[config.mk]
export PLATFORM = sky130hd
export DESIGN_NAME = rename_map_table
export DESIGN_NICKNAME = d
export VERILOG_FILES = /design/src/rtl/rmt_pkg.sv /design/src/rtl/rmt_live_table.sv /design/src/rtl/rmt_ckpt_slot.sv /design/src/rtl/rmt_read_port.sv /design/src/rtl/rename_map_table.sv
export SDC_FILE = /design/constraint.sdc
export NUM_CORES = 2
export LEC_CHECK = 0
export BUFFER_PORTS_ARGS = -buffer_cell sky130_fd_sc_hd__buf_2
export CAP_MARGIN = 20
export CORE_ASPECT_RATIO = 0.75
export CORE_UTILIZATION = 50
export DETAILED_ROUTE_END_ITERATION = 8
export PLACE_DENSITY = 0.65
export SETUP_SLACK_MARGIN = 0.5
export SKIP_LAST_GASP = 1
export SLEW_MARGIN = 10
export SYNTH_ARGS = -nofsm -noshare
export SYNTH_HDL_FRONTEND = slang
export SYNTH_HIERARCHICAL = 1
export SYNTH_SLANG_ARGS = --single-unit
[constraint.sdc]
create_clock -name clk -period 3.55 [get_ports clk]
set_input_delay 0.1775 -clock clk [delete_from_list [all_inputs] [get_ports clk]]
set_output_delay 0.1775 -clock clk [all_outputs]
set_load 0.02 [all_outputs]
[src/rtl/rmt_pkg.sv]
package rmt_pkg;

  typedef enum logic [1:0] {
    MODE_NORMAL  = 2'd0,
    MODE_RESTORE = 2'd1,
    MODE_FLUSH   = 2'd2
  } rmt_mode_e;

  function automatic rmt_mode_e pick_mode(input logic flush, input logic restore);
    if (flush)        return MODE_FLUSH;
    else if (restore) return MODE_RESTORE;
    else              return MODE_NORMAL;
  endfunction

endpackage

[src/rtl/rmt_live_table.sv]
module rmt_live_table
  import rmt_pkg::*;
#(
  parameter int NUM_ARCH = 32,
  parameter int REG_W    = 5,
  parameter int TAG_W    = 6
) (
  input  logic                                clk,
  input  logic                                rst,
  input  rmt_mode_e                           mode,
  input  logic [NUM_ARCH-1:0]                 rcv_vld,
  input  logic [NUM_ARCH-1:0][TAG_W-1:0]      rcv_tags,
  input  logic                                ren_en,
  input  logic [REG_W-1:0]                    ren_reg,
  input  logic [TAG_W-1:0]                    ren_tag,
  input  logic                                ret_en,
  input  logic [REG_W-1:0]                    ret_reg,
  input  logic [TAG_W-1:0]                    ret_tag,
  output logic [NUM_ARCH-1:0]                 cur_vld,
  output logic [NUM_ARCH-1:0][TAG_W-1:0]      cur_tags,
  output logic [NUM_ARCH-1:0]                 nxt_vld,
  output logic [NUM_ARCH-1:0][TAG_W-1:0]      nxt_tags
);

  always_comb begin
    for (int r = 0; r < NUM_ARCH; r++) begin
      nxt_vld[r]  = (mode == MODE_RESTORE) ? rcv_vld[r]  : cur_vld[r];
      nxt_tags[r] = (mode == MODE_RESTORE) ? rcv_tags[r] : cur_tags[r];
      if (ret_en && (ret_reg == REG_W'(r)) && (nxt_tags[r] == ret_tag))
        nxt_vld[r] = 1'b0;
      if ((mode == MODE_NORMAL) && ren_en && (ren_reg == REG_W'(r))) begin
        nxt_vld[r]  = 1'b1;
        nxt_tags[r] = ren_tag;
      end
      if (mode == MODE_FLUSH)
        nxt_vld[r] = 1'b0;
      if (r == 0) begin
        nxt_vld[r]  = 1'b0;
        nxt_tags[r] = '0;
      end
    end
  end

  always_ff @(posedge clk) begin
    if (rst) begin
      cur_vld  <= '0;
      cur_tags <= '0;
    end else begin
      cur_vld  <= nxt_vld;
      cur_tags <= nxt_tags;
    end
  end

endmodule

[src/rtl/rmt_ckpt_slot.sv]
module rmt_ckpt_slot #(
  parameter int NUM_ARCH = 32,
  parameter int REG_W    = 5,
  parameter int TAG_W    = 6
) (
  input  logic                           clk,
  input  logic                           rst,
  input  logic                           take,
  input  logic                           flush,
  input  logic                           ret_en,
  input  logic [REG_W-1:0]               ret_reg,
  input  logic [TAG_W-1:0]               ret_tag,
  input  logic [NUM_ARCH-1:0]            ld_vld,
  input  logic [NUM_ARCH-1:0][TAG_W-1:0] ld_tags,
  output logic [NUM_ARCH-1:0]            vld,
  output logic [NUM_ARCH-1:0][TAG_W-1:0] tags
);

  always_ff @(posedge clk) begin
    if (rst) begin
      vld  <= '0;
      tags <= '0;
    end else if (take) begin
      vld  <= ld_vld;
      tags <= ld_tags;
    end else if (flush) begin
      vld <= '0;
    end else begin
      for (int r = 0; r < NUM_ARCH; r++)
        if (ret_en && (ret_reg == REG_W'(r)) && (tags[r] == ret_tag))
          vld[r] <= 1'b0;
    end
  end

endmodule

[src/rtl/rmt_read_port.sv]
module rmt_read_port #(
  parameter int NUM_ARCH = 32,
  parameter int REG_W    = 5,
  parameter int TAG_W    = 6
) (
  input  logic                           clk,
  input  logic                           rst,
  input  logic [REG_W-1:0]               rd_reg,
  input  logic [NUM_ARCH-1:0]            cur_vld,
  input  logic [NUM_ARCH-1:0][TAG_W-1:0] cur_tags,
  output logic                           hit,
  output logic [TAG_W-1:0]               tag
);

  logic mapped;
  assign mapped = (rd_reg != '0) && cur_vld[rd_reg];

  always_ff @(posedge clk) begin
    if (rst) begin
      hit <= 1'b0;
      tag <= '0;
    end else begin
      hit <= mapped;
      tag <= mapped ? cur_tags[rd_reg] : '0;
    end
  end

endmodule

[src/rtl/rename_map_table.sv]
module rename_map_table
  import rmt_pkg::*;
#(
  parameter  int NUM_ARCH  = 32,
  parameter  int ROB_DEPTH = 64,
  parameter  int NUM_CKPT  = 4,
  localparam int REG_W     = $clog2(NUM_ARCH),
  localparam int TAG_W     = $clog2(ROB_DEPTH),
  localparam int SLOT_W    = (NUM_CKPT > 1) ? $clog2(NUM_CKPT) : 1
) (
  input  logic              clk,
  input  logic              rst,
  input  logic [REG_W-1:0]  lk_a_reg,
  output logic              lk_a_hit,
  output logic [TAG_W-1:0]  lk_a_tag,
  input  logic [REG_W-1:0]  lk_b_reg,
  output logic              lk_b_hit,
  output logic [TAG_W-1:0]  lk_b_tag,
  input  logic              ren_en,
  input  logic [REG_W-1:0]  ren_reg,
  input  logic [TAG_W-1:0]  ren_tag,
  input  logic              ret_en,
  input  logic [REG_W-1:0]  ret_reg,
  input  logic [TAG_W-1:0]  ret_tag,
  input  logic              snap_en,
  input  logic [SLOT_W-1:0] snap_slot,
  input  logic              rcv_en,
  input  logic [SLOT_W-1:0] rcv_slot,
  input  logic              flush_en
);

  rmt_mode_e mode;
  assign mode = pick_mode(flush_en, rcv_en);

  logic [NUM_ARCH-1:0]                           cur_vld, nxt_vld;
  logic [NUM_ARCH-1:0][TAG_W-1:0]                cur_tags, nxt_tags;
  logic [NUM_CKPT-1:0][NUM_ARCH-1:0]             ck_vld;
  logic [NUM_CKPT-1:0][NUM_ARCH-1:0][TAG_W-1:0]  ck_tags;
  logic [NUM_ARCH-1:0]                           rcv_vld;
  logic [NUM_ARCH-1:0][TAG_W-1:0]                rcv_tags;

  assign rcv_vld  = ck_vld[rcv_slot];
  assign rcv_tags = ck_tags[rcv_slot];

  rmt_live_table #(.NUM_ARCH(NUM_ARCH), .REG_W(REG_W), .TAG_W(TAG_W)) u_live (
    .clk(clk), .rst(rst), .mode(mode),
    .rcv_vld(rcv_vld), .rcv_tags(rcv_tags),
    .ren_en(ren_en), .ren_reg(ren_reg), .ren_tag(ren_tag),
    .ret_en(ret_en), .ret_reg(ret_reg), .ret_tag(ret_tag),
    .cur_vld(cur_vld), .cur_tags(cur_tags),
    .nxt_vld(nxt_vld), .nxt_tags(nxt_tags)
  );

  for (genvar s = 0; s < NUM_CKPT; s++) begin : g_ckpt
    rmt_ckpt_slot #(.NUM_ARCH(NUM_ARCH), .REG_W(REG_W), .TAG_W(TAG_W)) u_slot (
      .clk(clk), .rst(rst),
      .take(snap_en && (snap_slot == SLOT_W'(s))),
      .flush(flush_en),
      .ret_en(ret_en), .ret_reg(ret_reg), .ret_tag(ret_tag),
      .ld_vld(nxt_vld), .ld_tags(nxt_tags),
      .vld(ck_vld[s]), .tags(ck_tags[s])
    );
  end

  rmt_read_port #(.NUM_ARCH(NUM_ARCH), .REG_W(REG_W), .TAG_W(TAG_W)) u_rd_a (
    .clk(clk), .rst(rst), .rd_reg(lk_a_reg),
    .cur_vld(cur_vld), .cur_tags(cur_tags),
    .hit(lk_a_hit), .tag(lk_a_tag)
  );

  rmt_read_port #(.NUM_ARCH(NUM_ARCH), .REG_W(REG_W), .TAG_W(TAG_W)) u_rd_b (
    .clk(clk), .rst(rst), .rd_reg(lk_b_reg),
    .cur_vld(cur_vld), .cur_tags(cur_tags),
    .hit(lk_b_hit), .tag(lk_b_tag)
  );

endmodule

==> metrics.md <==
| Metric | Value |
|---|---|
| Status | `completed` |
| Total gr overflow | `0` |
| Post-Layout Inst Area | `68,900 sq um` |
| Slowest CP cell | `a2111oi_0` |
| Commonest non-fill, non-tap cell in the layout | `nor2_1` |
| CTS Buffer Depth | `3` |
| # nets final | `6,300` |
| Slowest Stage Delay on Critical Path | `0.62 ns` |
| Placed instance area | `64,900 sq um` |
| P&R area growth vs syn | `8.68%` |
| RD Place Congestion | `1.03` |
| Slew HR | `21.3%` |
| Final Core Density | `55.1%` |
| YS warnings | `6` |
| Pin count of the biggest net entering global routing | `182` |
| Initial cell density of the core | `50.7%` |
| Crit path DAT | `3.44 ns` |
| VDD IR max | `377 uV` |
| Place WS | `0.358 ns` |
| Buf+Inv Stages, Crit Path | `0` |
| Worst Hold Class | `in -> reg` |
| Period utilization | `78.9%` |
| CP startpoint kind | `register` |
| TritonCTS buffer count | `111` |
| Antenna violations before repair | `22` |
| Initial DRC count | `8,003` |
| Postcts setup bufs | `0` |
| Worst-Margin Slew | `1.18 ns` |
| GRT Overall Usage | `36.5%` |
| Most frequent cells in the layout | `nor2_1, dfxtp_1, mux2i_1` |
| Critical path endpoint category | `register` |
| Sum Neg Setup Slack | `0 ns` |
| CP startpoint | `g_ckpt[3].u_slot/tags[98]$_SDFFE_PP0P_` |
| Clk Latency, worst-skew pair | `0.76 ns` |
| Die X-Extent | `413 um` |
| Drt pass-1 iters | `7` |
| RSZ-0062 raised after global routing | `false` |
| Clk slew on worst S/H paths | `0.07 ns` |
| Io pins | `57` |
| Die area | `128,000 sq um` |
| CTS Root Buffer Type | `clkbuf_16` |
| H-tree Lvls | `3` |
| Most numerous cell on the critical path | `nor2_1` |
| Share of layout cells above drive strength 1 | `12.9%` |
| Min-delay src | `ret_tag[3]` |
| Routed vias/inst | `6.53` |
| Maximum capacitance violations | `0` |
| Largest delay share family, worst path | `simple AND/OR/NAND/NOR gates` |
| CTS tree | `done` |
| Kind of critical path | `reg -> reg` |
| DP HPWL | `157 mm` |
| Core area | `125,000 sq um` |
| Worst path cell trace | `mux4_2 > or2_2 > a2111oi_0 > nor2_1 > nor4_1 > nor2_1 > a32o_1` |
| Leak pwr | `26.7 nW` |
| ANT nets after route | `0` |
| Row count | `112` |
| Mean Syn Cell Area | `9.86 sq um` |
| Setup Viol. Count Final | `0` |
| Routed wire per std cell | `29.9 um` |
| Slew Limit Fails | `0` |
| Port-buffer cells | `56` |
| Setup ws final | `0.747 ns` |
| Mapped Area | `63,400 sq um` |
| DRC viols | `0` |
| Peak Freq | `357 MHz` |
| First-pass GRT wire length | `344 mm` |
| Pwr Density | `414 nW/um^2` |
| Worst path required time | `4.18 ns` |
| Final hold slack | `0.106 ns` |
| Period minus WS final | `2.80 ns` |
| Clock Skew | `0.0391 ns` |
| Vias in the first global route | `48,100` |
| Cells after synthesis | `6,435` |
| CP Max Fanout | `4` |
| Routed vias | `52,400` |
| Final Hold Fails | `0` |
| Total wire length | `240 mm` |
| Die height | `310 um` |
| Worst R2R Start | `g_ckpt[3].u_slot/tags[98]$_SDFFE_PP0P_` |
| Clock sinks | `1,099` |
-- where the power goes --
| part | switching [mW] | internal, mW |
|---|---|---|
| sequential | 0.0708 | 12.4 |
| clock | 5.39 | 7.57 |
| combinational | 2.17 | 0.953 |
| total | 7.63 | 20.9 |
-- metrics by stage --
stage / std cells / power [mW]
floorplan: 6440 / 14.7
global placement: 7795 / 15.7
detailed placement: 7796 / 15.7
CTS: 8007 / 28.5
global route: 8009 / 29.1
finish: 8028 / 28.5
-- layer usage --
metal  up-vias  routed length, um  global-route usage [%]  share of wire [%]
met1     25700              99600                    52.0                 41
li1      22400                  -                       -                  -
met4        18              11100                    14.2                4.6
met3       665              35300                    12.7                 15
met2      3621              94000                    50.0                 39
met5         -                260                       0               0.11
-- state kept, by name, summed over array words and instances (netlist names) --
register and flops:
u_rd_a/hit 1, g_ckpt.u_slot/tags 744, u_rd_b/hit 1, g_ckpt.u_slot/vld 124, u_rd_a/tag 6, u_rd_b/tag 6, u_live/cur_vld 31, u_live/cur_tags 186
-- worst register-to-register path, cell delays in order (launching register included) --
cell and delay, ns:
dfxtp_1 0.33, mux4_2 0.51, or2_2 0.31, a2111oi_0 0.62
nor2_1 0.08, nor4_1 0.45, nor2_1 0.16, a32o_1 0.24
-- what timing repair did --
item                      4_1_cts  5_1_grt
hold buffers                    1        0
resized for setup               0        0
hold endpoints to repair       69        0
-- worst paths after layout --
check,end,cells past startpoint,slack [ns]
min,g_ckpt[1].u_slot/vld[11]$_SDFFE_PP0P_,5,0.11
min reg2reg,g_ckpt[2].u_slot/vld[13]$_SDFFE_PP0P_,1,0.49
max,g_ckpt[2].u_slot/vld[16]$_SDFFE_PP0P_,7,0.75
max reg2reg,g_ckpt[2].u_slot/vld[16]$_SDFFE_PP0P_,7,0.75
-- final cells by class --
class	count	area [sq um]
multi-input cells	4758	38300
clock inverters	49	649
well taps	1653	2070
diodes	21	52.6
clock buffers	161	3320
repair buffers	258	2430
inverters	29	109
fillers	11000	56200
flip-flops and latches	1099	22000
Power figures use the tool's default switching activity.
